## config.mk

```make
export PLATFORM = sky130hd
export DESIGN_NAME = lockreg_bank
export DESIGN_NICKNAME = d
export VERILOG_FILES = /design/src/rtl/lockreg_pkg.sv /design/src/rtl/lockreg_decode.sv /design/src/rtl/lockreg_cell.sv /design/src/rtl/lockreg_rdmux.sv /design/src/rtl/lockreg_bank.sv
export SDC_FILE = /design/constraint.sdc
export NUM_CORES = 1
export LEC_CHECK = 0
export CORE_ASPECT_RATIO = 1.2
export CORE_MARGIN = 4
export CORE_UTILIZATION = 45
export DETAILED_ROUTE_END_ITERATION = 10
export PLACE_DENSITY = 0.79
export SETUP_SLACK_MARGIN = 0.1
export SLEW_MARGIN = 20
export SYNTH_ARGS = -nofsm -noshare
export SYNTH_HDL_FRONTEND = slang
export SYNTH_SLANG_ARGS = --single-unit
```

## constraint.sdc

```tcl
create_clock -name clk -period 2.6 [get_ports clk]
set_clock_uncertainty 0.2 [all_clocks]
set_input_delay 0.26 -clock clk [delete_from_list [all_inputs] [get_ports clk]]
set_output_delay 0.26 -clock clk [all_outputs]
set_load 0.02 [all_outputs]
```

## src/rtl/lockreg_pkg.sv

```systemverilog
package lockreg_pkg;

    localparam int FIELD_W  = 3;
    localparam int BYTE_W   = 8;
    localparam int WL_BIT   = 0;
    localparam int LD_BIT   = 1;
    localparam int RL_BIT   = 2;
    localparam int LOCK_OFS = 2;

    typedef enum logic [FIELD_W-1:0] {
        LK_OPEN      = 3'd0,
        LK_WR        = 3'd1,
        LK_OPEN_HELD = 3'd2,
        LK_WR_HELD   = 3'd3,
        LK_RD        = 3'd4,
        LK_RDWR      = 3'd5,
        LK_RD_HELD   = 3'd6,
        LK_ALL_HELD  = 3'd7
    } lock_state_e;

    localparam lock_state_e LK_RESET = LK_WR;

endpackage

```

## src/rtl/lockreg_decode.sv

```systemverilog
module lockreg_decode
    import lockreg_pkg::*;
#(
    parameter int NUM_BLOCKS  = 8,
    parameter int STRIDE_LOG2 = 16,
    parameter int ADDR_W      = 19
) (
    input  logic [ADDR_W-1:0]     addr,
    output logic [NUM_BLOCKS-1:0] blk_sel
);
    localparam int BLK_W = ADDR_W - STRIDE_LOG2;

    logic [BLK_W-1:0] blk_idx;
    logic             ofs_hit;
    logic             range_hit;

    assign blk_idx   = addr[ADDR_W-1:STRIDE_LOG2];
    assign ofs_hit   = (addr[STRIDE_LOG2-1:0] == STRIDE_LOG2'(LOCK_OFS));
    assign range_hit = ({1'b0, blk_idx} < (BLK_W+1)'(NUM_BLOCKS));

    for (genvar i = 0; i < NUM_BLOCKS; i++) begin : g_sel
        assign blk_sel[i] = ofs_hit && range_hit && (blk_idx == BLK_W'(i));
    end

endmodule

```

## src/rtl/lockreg_cell.sv

```systemverilog
module lockreg_cell
    import lockreg_pkg::*;
(
    input  logic               clk,
    input  logic               rst,
    input  logic               wr_hit,
    input  logic [FIELD_W-1:0] wr_field,
    output logic [FIELD_W-1:0] lock_bits,
    output logic               wr_inhibit,
    output logic               rd_inhibit
);
    lock_state_e state_q;
    lock_state_e state_d;
    logic        held;

    // next-state
    always_comb begin
        state_d = state_q;
        unique case (state_q)
            LK_OPEN, LK_WR, LK_RD, LK_RDWR: begin
                if (wr_hit) state_d = lock_state_e'(wr_field);
            end
            LK_OPEN_HELD, LK_WR_HELD, LK_RD_HELD, LK_ALL_HELD: begin
                state_d = state_q;
            end
            default: state_d = LK_RESET;
        endcase
    end

    // state register
    always_ff @(posedge clk) begin
        if (rst) state_q <= LK_RESET;
        else     state_q <= state_d;
    end

    // outputs
    always_comb begin
        wr_inhibit = 1'b0;
        rd_inhibit = 1'b0;
        held       = 1'b0;
        unique case (state_q)
            LK_OPEN:      ;
            LK_WR:        wr_inhibit = 1'b1;
            LK_OPEN_HELD: held = 1'b1;
            LK_WR_HELD:   begin wr_inhibit = 1'b1; held = 1'b1; end
            LK_RD:        rd_inhibit = 1'b1;
            LK_RDWR:      begin wr_inhibit = 1'b1; rd_inhibit = 1'b1; end
            LK_RD_HELD:   begin rd_inhibit = 1'b1; held = 1'b1; end
            LK_ALL_HELD:  begin wr_inhibit = 1'b1; rd_inhibit = 1'b1; held = 1'b1; end
            default:      ;
        endcase
    end

    always_comb begin
        lock_bits         = '0;
        lock_bits[WL_BIT] = wr_inhibit;
        lock_bits[LD_BIT] = held;
        lock_bits[RL_BIT] = rd_inhibit;
    end

endmodule

```

## src/rtl/lockreg_rdmux.sv

```systemverilog
module lockreg_rdmux
    import lockreg_pkg::*;
#(
    parameter int NUM_BLOCKS = 8
) (
    input  logic                                 clk,
    input  logic                                 rst,
    input  logic                                 rd_en,
    input  logic [NUM_BLOCKS-1:0]                blk_sel,
    input  logic [NUM_BLOCKS-1:0][FIELD_W-1:0]   lock_bits,
    output logic [BYTE_W-1:0]                    rd_data
);
    logic [FIELD_W-1:0] field_mux;

    always_comb begin
        field_mux = '0;
        for (int i = 0; i < NUM_BLOCKS; i++) begin
            if (blk_sel[i]) field_mux = field_mux | lock_bits[i];
        end
    end

    always_ff @(posedge clk) begin
        if (rst)        rd_data <= '0;
        else if (rd_en) rd_data <= {{(BYTE_W-FIELD_W){1'b0}}, field_mux};
    end

endmodule

```

## src/rtl/lockreg_bank.sv

```systemverilog
module lockreg_bank
    import lockreg_pkg::*;
#(
    parameter int NUM_BLOCKS  = 8,
    parameter int STRIDE_LOG2 = 16,
    parameter int ADDR_W      = STRIDE_LOG2 + $clog2(NUM_BLOCKS)
) (
    input  logic                  clk,
    input  logic                  rst,
    input  logic [ADDR_W-1:0]     addr,
    input  logic                  wr_en,
    input  logic [7:0]            wr_data,
    input  logic                  rd_en,
    output logic [7:0]            rd_data,
    output logic [NUM_BLOCKS-1:0] write_inhibit,
    output logic [NUM_BLOCKS-1:0] read_inhibit
);
    logic [NUM_BLOCKS-1:0]              blk_sel;
    logic [NUM_BLOCKS-1:0][FIELD_W-1:0] lock_bits;

    lockreg_decode #(
        .NUM_BLOCKS (NUM_BLOCKS),
        .STRIDE_LOG2(STRIDE_LOG2),
        .ADDR_W     (ADDR_W)
    ) u_dec (
        .addr   (addr),
        .blk_sel(blk_sel)
    );

    for (genvar i = 0; i < NUM_BLOCKS; i++) begin : g_cell
        lockreg_cell u_cell (
            .clk       (clk),
            .rst       (rst),
            .wr_hit    (wr_en && blk_sel[i]),
            .wr_field  (wr_data[FIELD_W-1:0]),
            .lock_bits (lock_bits[i]),
            .wr_inhibit(write_inhibit[i]),
            .rd_inhibit(read_inhibit[i])
        );
    end

    lockreg_rdmux #(
        .NUM_BLOCKS(NUM_BLOCKS)
    ) u_rd (
        .clk      (clk),
        .rst      (rst),
        .rd_en    (rd_en),
        .blk_sel  (blk_sel),
        .lock_bits(lock_bits),
        .rd_data  (rd_data)
    );

endmodule

```

==> results by group <==
Route
  • Total wire length: 3820 microns
  • Vias: 1,335
  • Routed WL per cell: 15.5 microns
  • Pre-antenna DRT Iters: 4
  • Drc violations: 0
  • DRC violation total after the first TritonRoute iteration: 57
  • Post-route ant nets: 0
  • Vias per cell: 5.40

Final layout
  • Share of layout cells above drive strength 1: 0.167
  • Antenna cells: 0
  • Fin area: 2040 sq um
  • Reg area: 541 sq um
  • Multi-input gate area: 848 sq um
  • Fill count: 305
  • Area growth from synthesis to layout: 26.1%
  • Post-Route Utilization: 0.601
  • Fin nets: 242

Global route
  • First-pass GRT wire length: 6480 microns
  • Vias in the first global route: 1,402
  • Tot GR Track Use: 0.176
  • Largest net degree at the start of global routing: 21
  • Initial antenna violation count: 0
  • Gr ovfl total: 0

Placed design
  • Buffers on Ports: 44
  • Placed instance area: 1980 sq um
  • Global placer's final weighted congestion: 0.908
  • Worst slack, placed: -0.218 ns
  • HPWL Detailed: 3140 microns

Critical path
  • Req. time, crit path: 2.60 ns
  • Most common cell on crit path: buf_4
  • CP cell instances: clkdlybuf4s50_1, or4_4, or3_4, buf_4, nor4_2, buf_4, mux2i_1
  • Highest cell delay on the worst timing path: 0.53 ns
  • Cell with the largest stage delay on the worst path: or4_4
  • Crit Path Max Fanout: 4
  • Setup crit end kind: register
  • Critical path arrival: 2.43 ns
  • CP Class: in -> reg
  • CP Launch Type: primary input

Timing
  • Max-slew violation count: 0
  • Final setup fails: 0
  • Measured slew at the worst slew-check pin: 0.549 ns
  • Achievable Freq: 0.413 GHz
  • Setup ws final: 0.177 ns
  • Final worst-path cycle share: 0.932
  • Min Clock Period, post-route: 2.42 ns
  • Hold slack: 0.279 ns
  • Final hold violations: 0
  • RSZ-0062 raised after global routing: false
  • Relative slew slack: 0.632

Floorplanning
  • Core area: 3400 sq um
  • Row Count: 23
  • I/O pins: 55
  • Die ar.: 4630 sq um
  • Initial Utilization: 0.477
  • Die width: 62.8 microns
  • Floorplan die height: 73.7 microns

Pwr
  • Maximum VDD drop: 0.259 mV
  • Tot Pwr: 750 uW
  • Pleak: 0.000745 uW
  • PD cells: 367 nW/um^2

Clock network
  • H-tree depth: 1
  • Clock transition at path regs: 0.09 ns
  • CTS Root Cell: clkbuf_8
  • TritonCTS Buffers: 3
  • CTS tree: built
  • Hold buffers post-CTS: 0
  • CTS Sinks: 27
  • Clk buf depth: 2
  • Clock latency on the worst-skew pair: 0.27 ns

Synth
  • Avg Cell Area, Syn: 8.57 sq um
  • Post-synthesis sequential area ratio: 0.334
  • Largest area contributor in the netlist: dfxtp_1
  • Synth cell types: 33
  • Yosys reg bits: 27
  • Synth area leaders: dfxtp_1, mux2i_1, buf_4
  • Share of the synthesized area in the top cell type: 0.334
  • Synth Instances: 189
  • Yosys warning count: 0
  • Netlist Area Pre-Place: 1620 sq um

Job
  • Max-Cap Viols: 0

Worst hold path
  • Hold WC Path Type: reg -> reg

Status
  • Status: finished, final reports clean
[critical path: cells and delay by family]
| family | cells | cell delay, ns |
|---|---|---|
| simple gates | 3 | 1.24 |
| mux | 1 | 0.18 |
| buf+inv | 3 | 0.73 |
[state kept, by name (all words and copies together), names as in the netlist]
register	flops
g_cell.u_cell.state_q	24
u_rd.rd_data	3
[power by group]
part	internal, uW	switching (uW)
Sequential	413	0.000476
Clock	107	126
Combinational	55.2	47.6
[cells in the mapped netlist (all sizes together)]
cell type  count
o21ai          3
mux2           3
nor4b          2
or2            3
mux2i         19
clkbuf        23
nor2b          3
and4b          2
buf           24
or4b           1
nor4           4
or4            5
dfxtp         27
nand2          8
nand3          1
nor3           1
conb           1
nor2          19
nand3b         1
a22o           3
nor3b          1
and2           1
a22oi          3
o22ai          3
and3           1
a21oi          3
a32oi          3
nand2b        12
a41oi          8
or3            1
[kinds of logic after synthesis]
group / count (synthesis) / share of synthesized area
buffers and inverters: 47 / 0.158
and+or+nand+nor: 66 / 0.247
other: 1 / 0.00232
AOI/OAI and AO/OA: 26 / 0.120
DFF: 27 / 0.334
muxes: 22 / 0.138
[cells in the final DEF, fill, tap and decap left out, types with 2 or more instances in the layout]
| cell type | count |
|---|---|
| a22o_1 | 3 |
| nor4_1 | 3 |
| mux2i_1 | 19 |
| buf_4 | 16 |
| a21oi_1 | 3 |
| dfxtp_1 | 27 |
| clkdlybuf4s50_1 | 44 |
| clkbuf_8 | 3 |
| a32oi_1 | 3 |
| or4_4 | 3 |
| conb_1 | 5 |
| nand2b_1 | 12 |
| o22ai_1 | 3 |
| a41oi_1 | 8 |
| a22oi_1 | 3 |
| o21ai_0 | 3 |
| nor4b_2 | 2 |
| and4b_1 | 2 |
| nor2_1 | 19 |
| nand2_1 | 8 |
| or4_1 | 2 |
| mux2_2 | 3 |
| or2_2 | 3 |
| nor2b_1 | 3 |
[per-layer routing]
| metal | track usage | vias up | share of wire |
|---|---|---|---|
| li1 | - | 673 | - |
| met1 | 0.189 | 632 | 0.41 |
| met2 | 0.348 | 25 | 0.55 |
| met3 | 0.0214 | 5 | 0.024 |
| met4 | 0.0686 | 0 | 0.015 |
| met5 | 0 | - | 0 |
[what timing repair did]
item                                   CTS  global route
setup endpoints to repair                2             4
cloned                                   0             0
gates resized for setup                  1             1
pin swaps                                0             0
setup buffers                            0             0
endpoints found under the hold margin    0             0
[cell type report]
class | count | share of cell area
multi-input combinational | 119 | 0.415
timing repair buffer | 60 | 0.275
sequential | 27 | 0.265
tap | 37 | 0.0227
clock buffer | 3 | 0.0202
clock inverter | 1 | 0.00245
[final timing paths]
path,from,to,slack (ns),cells past startpoint
worst min-delay path,u_rd.rd_data[0],u_rd.rd_data[0],0.28,2
worst min register to register,u_rd.rd_data[0],u_rd.rd_data[0],0.28,2
worst max register to register,g_cell[1].u_cell.state_q[0],u_rd.rd_data[0],1.23,4
worst max-delay path,addr[6],g_cell[1].u_cell.state_q[0],0.18,7
[metrics by stage]
step / cells / setup TNS [ns]
6_report: 247 / 0
5_1_grt: 247 / 0
4_1_cts: 247 / 0
3_5_place_dp: 243 / -1.38
3_3_place_gp: 243 / -0.892
2_1_floorplan: 193 / 0
(Power assumes the default switching activity.)
